<file path="src/rtl/lmfc_pkg.sv">
package lmfc_pkg;

    typedef struct packed {
        logic s1;
        logic s2;
        logic prev;
    } sr_sync_t;

    typedef struct packed {
        logic captured;
        logic detected;
        logic align_err;
    } sr_status_t;

endpackage

</file>
<file path="src/rtl/lmfc_sr_edge.sv">
module lmfc_sr_edge (
    input  logic clk,
    input  logic rst,
    input  logic sysref_i,
    output logic rise_o
);
    import lmfc_pkg::*;

    sr_sync_t sync_d, sync_q;

    always_comb begin
        sync_d      = sync_q;
        sync_d.s1   = sysref_i;
        sync_d.s2   = sync_q.s1;
        sync_d.prev = sync_q.s2;
    end

    always_ff @(posedge clk) begin
        if (rst) sync_q <= '0;
        else     sync_q <= sync_d;
    end

    assign rise_o = sync_q.s2 & ~sync_q.prev;
endmodule

</file>
<file path="src/rtl/lmfc_beat_ctr.sv">
module lmfc_beat_ctr #(
    parameter int BEAT_W = 8
) (
    input  logic              clk,
    input  logic              rst,
    input  logic              en_i,
    input  logic              load_i,
    input  logic [BEAT_W-1:0] load_val_i,
    input  logic [BEAT_W-1:0] last_i,
    output logic [BEAT_W-1:0] beat_o
);
    logic [BEAT_W-1:0] beat_d, beat_q;

    always_comb begin
        beat_d = beat_q;
        if (!en_i)                 beat_d = '0;
        else if (load_i)           beat_d = load_val_i;
        else if (beat_q >= last_i) beat_d = '0;
        else                       beat_d = beat_q + 1'b1;
    end

    always_ff @(posedge clk) begin
        if (rst) beat_q <= '0;
        else     beat_q <= beat_d;
    end

    assign beat_o = beat_q;
endmodule

</file>
<file path="src/rtl/lmfc_sr_status.sv">
module lmfc_sr_status (
    input  logic clk,
    input  logic rst,
    input  logic en_i,
    input  logic sr_dis_i,
    input  logic rise_i,
    input  logic phase_ok_i,
    input  logic clr_det_i,
    input  logic clr_err_i,
    output logic load_o,
    output logic captured_o,
    output logic detected_o,
    output logic align_err_o
);
    import lmfc_pkg::*;

    sr_status_t st_d, st_q;
    logic       event_c;

    always_comb begin
        event_c = en_i & ~sr_dis_i & rise_i;
        st_d    = st_q;
        if (!en_i) begin
            st_d = '0;
        end else begin
            st_d.captured  = st_q.captured | event_c;
            st_d.detected  = event_c | (st_q.detected & ~clr_det_i);
            st_d.align_err = (event_c & st_q.captured & ~phase_ok_i)
                           | (st_q.align_err & ~clr_err_i);
        end
    end

    always_ff @(posedge clk) begin
        if (rst) st_q <= '0;
        else     st_q <= st_d;
    end

    assign load_o      = event_c & ~st_q.captured;
    assign captured_o  = st_q.captured;
    assign detected_o  = st_q.detected;
    assign align_err_o = st_q.align_err;
endmodule

</file>
<file path="src/rtl/lmfc_sysref_align.sv">
module lmfc_sysref_align #(
    parameter int CNT_W = 10,
    parameter int DPW   = 4
) (
    input  logic             clk,
    input  logic             rst,
    input  logic             sysref,
    input  logic             link_en,
    input  logic             sysref_dis,
    input  logic [CNT_W-1:0] mf_len,
    input  logic [CNT_W-1:0] lmfc_ofs,
    input  logic             clr_detect,
    input  logic             clr_align_err,
    output logic             lmfc_edge,
    output logic             lmfc_aligned,
    output logic             sr_detected,
    output logic             sr_align_err
);
    localparam int SHIFT  = $clog2(DPW);
    localparam int BEAT_W = CNT_W - SHIFT;

    logic              rise;
    logic              load;
    logic [BEAT_W-1:0] beat;
    logic [BEAT_W-1:0] last_beat;
    logic [BEAT_W-1:0] ofs_beats;
    logic [BEAT_W:0]   n_beats;
    logic [BEAT_W-1:0] load_val;
    logic [BEAT_W-1:0] ref_phase;
    logic              phase_ok;

    // Beat arithmetic: boundary ofs_beats cycles after the capture cycle's successor.
    always_comb begin
        last_beat = BEAT_W'(mf_len >> SHIFT);
        ofs_beats = BEAT_W'(lmfc_ofs >> SHIFT);
        n_beats   = {1'b0, last_beat} + 1'b1;
        load_val  = (ofs_beats == '0) ? '0 : BEAT_W'(n_beats - {1'b0, ofs_beats});
        ref_phase = (load_val == '0) ? last_beat : load_val - 1'b1;
        phase_ok  = (beat == ref_phase);
    end

    lmfc_sr_edge u_edge (
        .clk      (clk),
        .rst      (rst),
        .sysref_i (sysref),
        .rise_o   (rise)
    );

    lmfc_beat_ctr #(.BEAT_W(BEAT_W)) u_ctr (
        .clk        (clk),
        .rst        (rst),
        .en_i       (link_en),
        .load_i     (load),
        .load_val_i (load_val),
        .last_i     (last_beat),
        .beat_o     (beat)
    );

    lmfc_sr_status u_status (
        .clk         (clk),
        .rst         (rst),
        .en_i        (link_en),
        .sr_dis_i    (sysref_dis),
        .rise_i      (rise),
        .phase_ok_i  (phase_ok),
        .clr_det_i   (clr_detect),
        .clr_err_i   (clr_align_err),
        .load_o      (load),
        .captured_o  (lmfc_aligned),
        .detected_o  (sr_detected),
        .align_err_o (sr_align_err)
    );

    assign lmfc_edge = link_en & (beat == '0);
endmodule

</file>
<file path="config.mk">
export PLATFORM = sky130hd
export DESIGN_NAME = lmfc_sysref_align
export DESIGN_NICKNAME = d
export VERILOG_FILES = /design/src/rtl/lmfc_pkg.sv /design/src/rtl/lmfc_sr_edge.sv /design/src/rtl/lmfc_beat_ctr.sv /design/src/rtl/lmfc_sr_status.sv /design/src/rtl/lmfc_sysref_align.sv
export SDC_FILE = /design/constraint.sdc
export NUM_CORES = 1
export LEC_CHECK = 0
export BUFFER_PORTS_ARGS = -buffer_cell sky130_fd_sc_hd__buf_2
export CORE_MARGIN = 5
export CORE_UTILIZATION = 46
export DETAILED_ROUTE_END_ITERATION = 8
export PLACE_DENSITY_LB_ADDON = 0.08
export SYNTH_ARGS = -nofsm -noshare
export SYNTH_HDL_FRONTEND = slang
export SYNTH_SLANG_ARGS = --single-unit
export TNS_END_PERCENT = 20
</file>
<file path="constraint.sdc">
create_clock -name clk -period 3.4 [get_ports clk]
set_input_delay 0.17 -clock clk [delete_from_list [all_inputs] [get_ports clk]]
set_output_delay 0.17 -clock clk [all_outputs]
set_load 0.1 [all_outputs]
</file>
# After elaboration in Yosys (flattened, before gate mapping)
# Cells that the tools add are included.
# Widths: inputs -> output; s select.
[totals] elab_cells=40 reg_bits=14 out_inout_bits=4 input_bits=27
[classes] add_sub_neg=4 n_mux=4 n_eq_ne=1 n_lt_le_gt_ge=1 n_reduce_logical=4 n_bitwise=19
[op_table] cell="$mux 8" n=4
[op_table] cell="$logic_not 8->1" n=3
[op_table] cell="$add 8x1->8 const B" n=2
[op_table] cell="$and 1x1->1" n=9
[op_table] cell="$eq 8x8->1" n=1
[op_table] cell="$ge 8x8->1" n=1
[op_table] cell="$sub 8x1->8 const B" n=1
[op_table] cell="$sub 8x8->8" n=1
[op_table] cell="$not 1->1" n=7
[op_table] cell="$or 1x1->1" n=3
[op_table] cell="$reduce_or 2->1" n=1

# Depth between registers and ports, before layout
[logic_depth] word_depth=9 mapped_depth=15 depth_no_buf=14

# Hierarchy
# From an unflattened synthesis, not the netlist that was laid out.
[hier_totals] hier_cells=211 hier_area_um2=1710.4
[modules_own_cells] mod="lmfc_sysref_align" n_inst=1 cells_per_inst=123 seq_area_each_um2=0.0 area_each_um2=912.1
[modules_own_cells] mod="lmfc_beat_ctr" n_inst=1 cells_per_inst=68 seq_area_each_um2=160.2 area_each_um2=580.6
[modules_own_cells] mod="lmfc_sr_status" n_inst=1 cells_per_inst=13 seq_area_each_um2=60.1 area_each_um2=130.1
[modules_own_cells] mod="lmfc_sr_edge" n_inst=1 cells_per_inst=7 seq_area_each_um2=60.1 area_each_um2=87.6

# Worst setup path before layout
# OpenSTA, ideal clock, no wires.
[synth_path] path_type="input to register" from="input port mf_len[3]" to="register u_status.st_q (netlist bit u_status.align_err_o)" setup_ns=0.126 arrival_ns=2.859 path_buffers=1 required_ns=3.274 stages=15 setup_slack_ns=0.415 cell_sequence="inv_1 > ha_1 > inv_1 > ha_1 > fa_1 > a21o_1 > a21oi_1 > xnor2_1 > o31a_1 > or3_4 > buf_6 > o21ai_2 > o311ai_0 > nor3_1 > a31oi_1"
[synth_via] elab_chain_cells=9 word_cells_on_any_way=10 classes_between="add/sub: 3; eq/ne: 1; mux: 2; bitwise: 3; reduce/logical: 1"
[synth_lines] element="from (decl)" line="lmfc_sysref_align.sv:10" text="input logic [CNT_W-1:0] mf_len,"
[synth_lines] element="$add 8x1->8" line="lmfc_sysref_align.sv:36" text="n_beats = {1'b0, last_beat} + 1'b1;"
[synth_lines] element="$sub 8x8->8" line="lmfc_sysref_align.sv:37" text="load_val = (ofs_beats == '0) ? '0 : BEAT_W'(n_beats - {1'b0, ofs_beats});"
[synth_lines] element="$mux 8" line="lmfc_sysref_align.sv:37"
[synth_lines] element="$sub 8x1->8 / $logic_not 8->1 (equally long branches)" line="lmfc_sysref_align.sv:38" text="ref_phase = (load_val == '0) ? last_beat : load_val - 1'b1;"
[synth_lines] element="$mux 8 *" line="lmfc_sysref_align.sv:38"
[synth_lines] element="$eq 8x8->1 *" line="lmfc_sysref_align.sv:39" text="phase_ok = (beat == ref_phase);"
[synth_lines] element="$not 1->1 *" line="lmfc_sr_status.sv:28" text="st_d.align_err = (event_c & st_q.captured & ~phase_ok_i)"
[synth_lines] element="$and 1x1->1 *" line="lmfc_sr_status.sv:28"
[synth_lines] element="$or 1x1->1 *" line="lmfc_sr_status.sv:29" text="| (st_q.align_err & ~clr_err_i);"
[synth_lines] element="to (signal assigned)" line="lmfc_sr_status.sv:35" text="else st_q <= st_d;"
[synth_lines] element="to (decl)" line="lmfc_sr_status.sv:17" text="sr_status_t st_d, st_q;"
# Mark *: on every way between the ends. The rest lies on a longest branch, timed or not.
# A chain may end at the register's enable or synchronous reset.

# Worst setup path in the final report
# Ends and elaborated chain as after synthesis.

==> metrics.md <==
| Metric | Value |
|---|---|
| Result of the run | complete, no violations |
| Worst VDD drop | 182 uV |
| Number of buffers inserted by hold repair at cts | 0 |
| Finish-stage setup viols | 0 |
| Final layout net count | roughly 270 |
| Worst r2r src | u_ctr.beat_o[0] |
| Cells after Synth | about 190 |
| TritonCTS clock tree | built |
| Crit end category | register |
| Wirelength, routed | 3.76 mm |
| Top cells by area, synth | sky130_fd_sc_hd__ha_1, sky130_fd_sc_hd__dfxtp_1, sky130_fd_sc_hd__xnor2_1 |
| Number of enable flip-flop cells after synthesis | 0 |
| Floorplan Core Area | 3340 um^2 |
| Crit start category | primary input |
| Critical Path Max Stage Delay | between 0.4 and 0.5 ns |
| Critical Path, Cell by Cell | buf_2 > inv_1 > ha_1 > inv_1 > ha_1 > fa_1 > xor2_1 > nor2_1 > nand2_1 > o31a_1 > or3_4 > o21ai_2 > o311ai_0 > nor3_1 > a31oi_1 |
| MaxCap Viol Count | 0 |
| Combinational Power Share | 52.0% |
| First DRT Iteration DRCs | 68 |
| Fill cell total of the finished layout | around 340 |
| End of the worst register-to-register path | u_ctr.beat_o[1] |
| Skew final | between 0.004 and 0.005 ns |
| Critical Path RT | approximately 3.6 ns |
| Remaining max-slew budget at the tightest pin | approximately 52% |
| Power Dens Cells | between 300 and 400 nW/um^2 |
| Final Slew Violations | 0 |
| Library cell contributing the largest single delay on the critical path | sky130_fd_sc_hd__fa_1 |
| R2R depth | 11 |
| Sequential cell area | ~280 um^2 |
| Fraction of power spent switching nets | roughly two fifths |
| Number of setup buffers added after CTS | 0 |
| Post-synthesis area per instance | slightly above 8 um^2 |
| Boundary pin count | 31 |
| Total number of vias | 1,436 |
| Overall Global Routing Usage | approximately 17% |
| Die Footprint | 4740 um^2 |
| Summed negative setup slack over all endpoints | 0 ns |
| Reg clk slew, reported paths | 0.08 ns |
| Clock share of power | approximately 17% |
| Endpoint of the worst setup timing path | u_status.align_err_o |
| Number of standard-cell rows in the floorplan | 21 |
| Most used standard cell by instance count after synthesis | sky130_fd_sc_hd__ha_1 |
| Remaining global-route overflow | 0 |
| Area share of the largest cell type after synthesis | 18.9% |
| DR WL/cell | between 10 and 15 um |
| Number of hold-slack violations in the final timing report | 0 |
| Floorplan die height | just under 70 um |
| Biggest area consumer among synthesized cells | sky130_fd_sc_hd__ha_1 |
| Total stage count of the critical path | 15 |
| Clock buffers created by TritonCTS | 3 |
| Antenna violations before repair | 0 |
| Post-synth top cells | sky130_fd_sc_hd__ha_1, sky130_fd_sc_hd__inv_1, sky130_fd_sc_hd__nor2_1 |
| Starting density of the core | approximately 48% |
| Clock root cell | sky130_fd_sc_hd__clkbuf_4 |
| Tightest Hold Check Type | primary input to register |
| FF-to-FF setup slack | 0.60 ns |
| Sequential area share after synthesis | approximately 18% |
| Standby leakage power | about 0.9 nW |
| Count of buffering cells on the critical path with inverters included | 3 |
| Internal power consumption | around 0.00033 W |
| DR pass1 iterations | 4 |
| Clock insertion delay at the later pin of the skew report | 0.27 ns |
| Worst endpoint data arrival time | 3.13 ns |
| Hold Crit Start | rst |
| Dominant register cell in the synthesized netlist | sky130_fd_sc_hd__dfxtp_1 |
| Port-buffer cells | 26 |
| Register share of total power | 31.4% |
| Number of sinks driven by the clock tree | 14 |
| Net switching power | 0.000212 W |
| Gate family responsible for the most delay along the worst path | simple AND/OR/NAND/NOR gates |
| Post-synth cell types | 49 |
| Layout overhead on the synthesized area | 12.3% |
| Slew of the pin with the lowest slew margin | 0.709 ns |
| Total DRC errors in the routed layout | 0 |
| Type of the worst setup path | primary input to register |
| Pin count of the biggest net entering global routing | 12 |
| Share of final-layout standard cells stronger than drive strength 1 | 18.6% |
| Fraction of registers with async set/reset | 0% |
| Buffer depth of the longest clock path | 2 |
| Syn Std Cell Area | ~1600 um^2 |
| Register bit count reported by yosys | 14 |
| Number of inserted diodes | 0 |
| Half-perimeter wire length after placement | between 3 and 4 mm |
| Peak fanout along the critical path | 8 |
| Final worst-path cycle share | between 80% and 90% |
| Period minus WS final | slightly below 3 ns |
| Routed vias/inst | roughly 5.4 |
| Gpl congestion | just over 0.8 |
| Unrepaired setup endpoints after global routing | false |
| Count of nets left with antenna violations after detail routing | 0 |
| Horizontal die dimension | slightly below 70 um |
| Power after layout | 0.000544 W |
| Quantity of gates resized following cts | 0 |
| Number of H-tree levels | 1 |
| Vias in the first global route | 1,386 |
| Area of the multi-input gates | roughly 1200 um^2 |
| First-pass GRT wire length | 6.23 mm |
| Ys Warns | 0 |
| Synthesized netlist net count | around 250 |
| Fmax | around 0.34 GHz |
| Timing startpoint of the critical path | mf_len[3] |
==> area by class of cell <==
type	instances	share of cell area [%]
clock buffers	3	1.26
repair buffers	27	7.70
inverters	20	4.20
multi-input cells	156	67.9
flip-flops and latches	14	15.7
well taps	46	3.22
==> per-layer routing <==
metal | part of all wire (%) | global-route usage (%) | wire length, um
met4 | 0 | 1.46 | 0
met1 | 50 | 24.2 | 1900
met5 | 0 | 0 | 0
met3 | 3.5 | 3.57 | 132
met2 | 46 | 28.7 | 1730
==> cell families (layout without fill, tap and decap cells) <==
logic type      count (synthesis)  count (layout)  synth area share [%]
compound gates                 46              46                  21.1
xor+xnor                       21              21                  11.6
fa+ha+maj                      25              25                  20.1
buf+inv                        24              50                  6.13
flops                          14              14                  17.6
mux                             3               3                  1.89
simple gates                   61              61                  21.5
==> power by group through the flow <==
stage / Combinational (W) / Sequential [W] / Clock (W)
2_1_floorplan: 0.000211 / 0.000175 / 0
3_5_place_dp: 0.000281 / 0.000175 / 0
5_1_grt: 0.000313 / 0.000171 / 0.000102
4_1_cts: 0.000283 / 0.000171 / 0.0000941
6_report: 0.000283 / 0.000171 / 0.0000906
3_3_place_gp: 0.000273 / 0.000174 / 0
==> flip-flops by register name, indices dropped and copies added, names as in the netlist <==
name and cells:
u_status.align_err_o 1, u_edge.sync_q 1, u_edge.sync_d 2, u_ctr.beat_o 8, u_status.detected_o 1, u_status.captured_o 1
==> worst min path at each step <==
| stage | cells after the start | to | slack, ns |
|---|---|---|---|
| floorplan | 1 | u_edge.sync_d[0] | 0.24 |
| global placement | 2 | u_edge.sync_q[0] | 0.37 |
| detailed placement | 2 | u_edge.sync_d[0] | 0.37 |
| CTS | 2 | u_edge.sync_d[0] | 0.07 |
| global route | 2 | u_edge.sync_d[0] | 0.07 |
| finish | 2 | u_edge.sync_d[0] | 0.08 |
==> cell usage in the layout, fill, tap and decap left out, types with 3 or more instances in the layout <==
cell                       netlist  layout
sky130_fd_sc_hd__a22oi_1         8       8
sky130_fd_sc_hd__xor2_1          7       7
sky130_fd_sc_hd__buf_2           0      26
sky130_fd_sc_hd__nor2_1         18      18
sky130_fd_sc_hd__inv_1          20      20
sky130_fd_sc_hd__ha_1           24      24
sky130_fd_sc_hd__nor2b_1         6       6
sky130_fd_sc_hd__xnor2_1        14      14
sky130_fd_sc_hd__a21o_1          8       8
sky130_fd_sc_hd__a21oi_1         7       7
sky130_fd_sc_hd__dfxtp_1        14      14
sky130_fd_sc_hd__mux2i_1         3       3
sky130_fd_sc_hd__o21ai_0         4       4
sky130_fd_sc_hd__clkbuf_4        0       3
sky130_fd_sc_hd__a31oi_1         4       4
sky130_fd_sc_hd__nor3_1          4       4
sky130_fd_sc_hd__nand2_1         8       8
sky130_fd_sc_hd__nand4_1         3       3
==> metrics by stage <==
step	instance area, um^2	util, %	std cells	hold slack, ns	setup WS, ns
after floorplan	1590	-	194	0.242	0.415
after global placement	1760	52.9	263	0.370	0.211
after detailed placement	1760	52.9	263	0.375	0.149
after CTS	1790	53.5	266	0.0733	0.440
after global routing	1790	53.5	266	0.0689	0.292
final	1790	53.5	266	0.0803	0.422
Power figures use the tool's default switching activity.
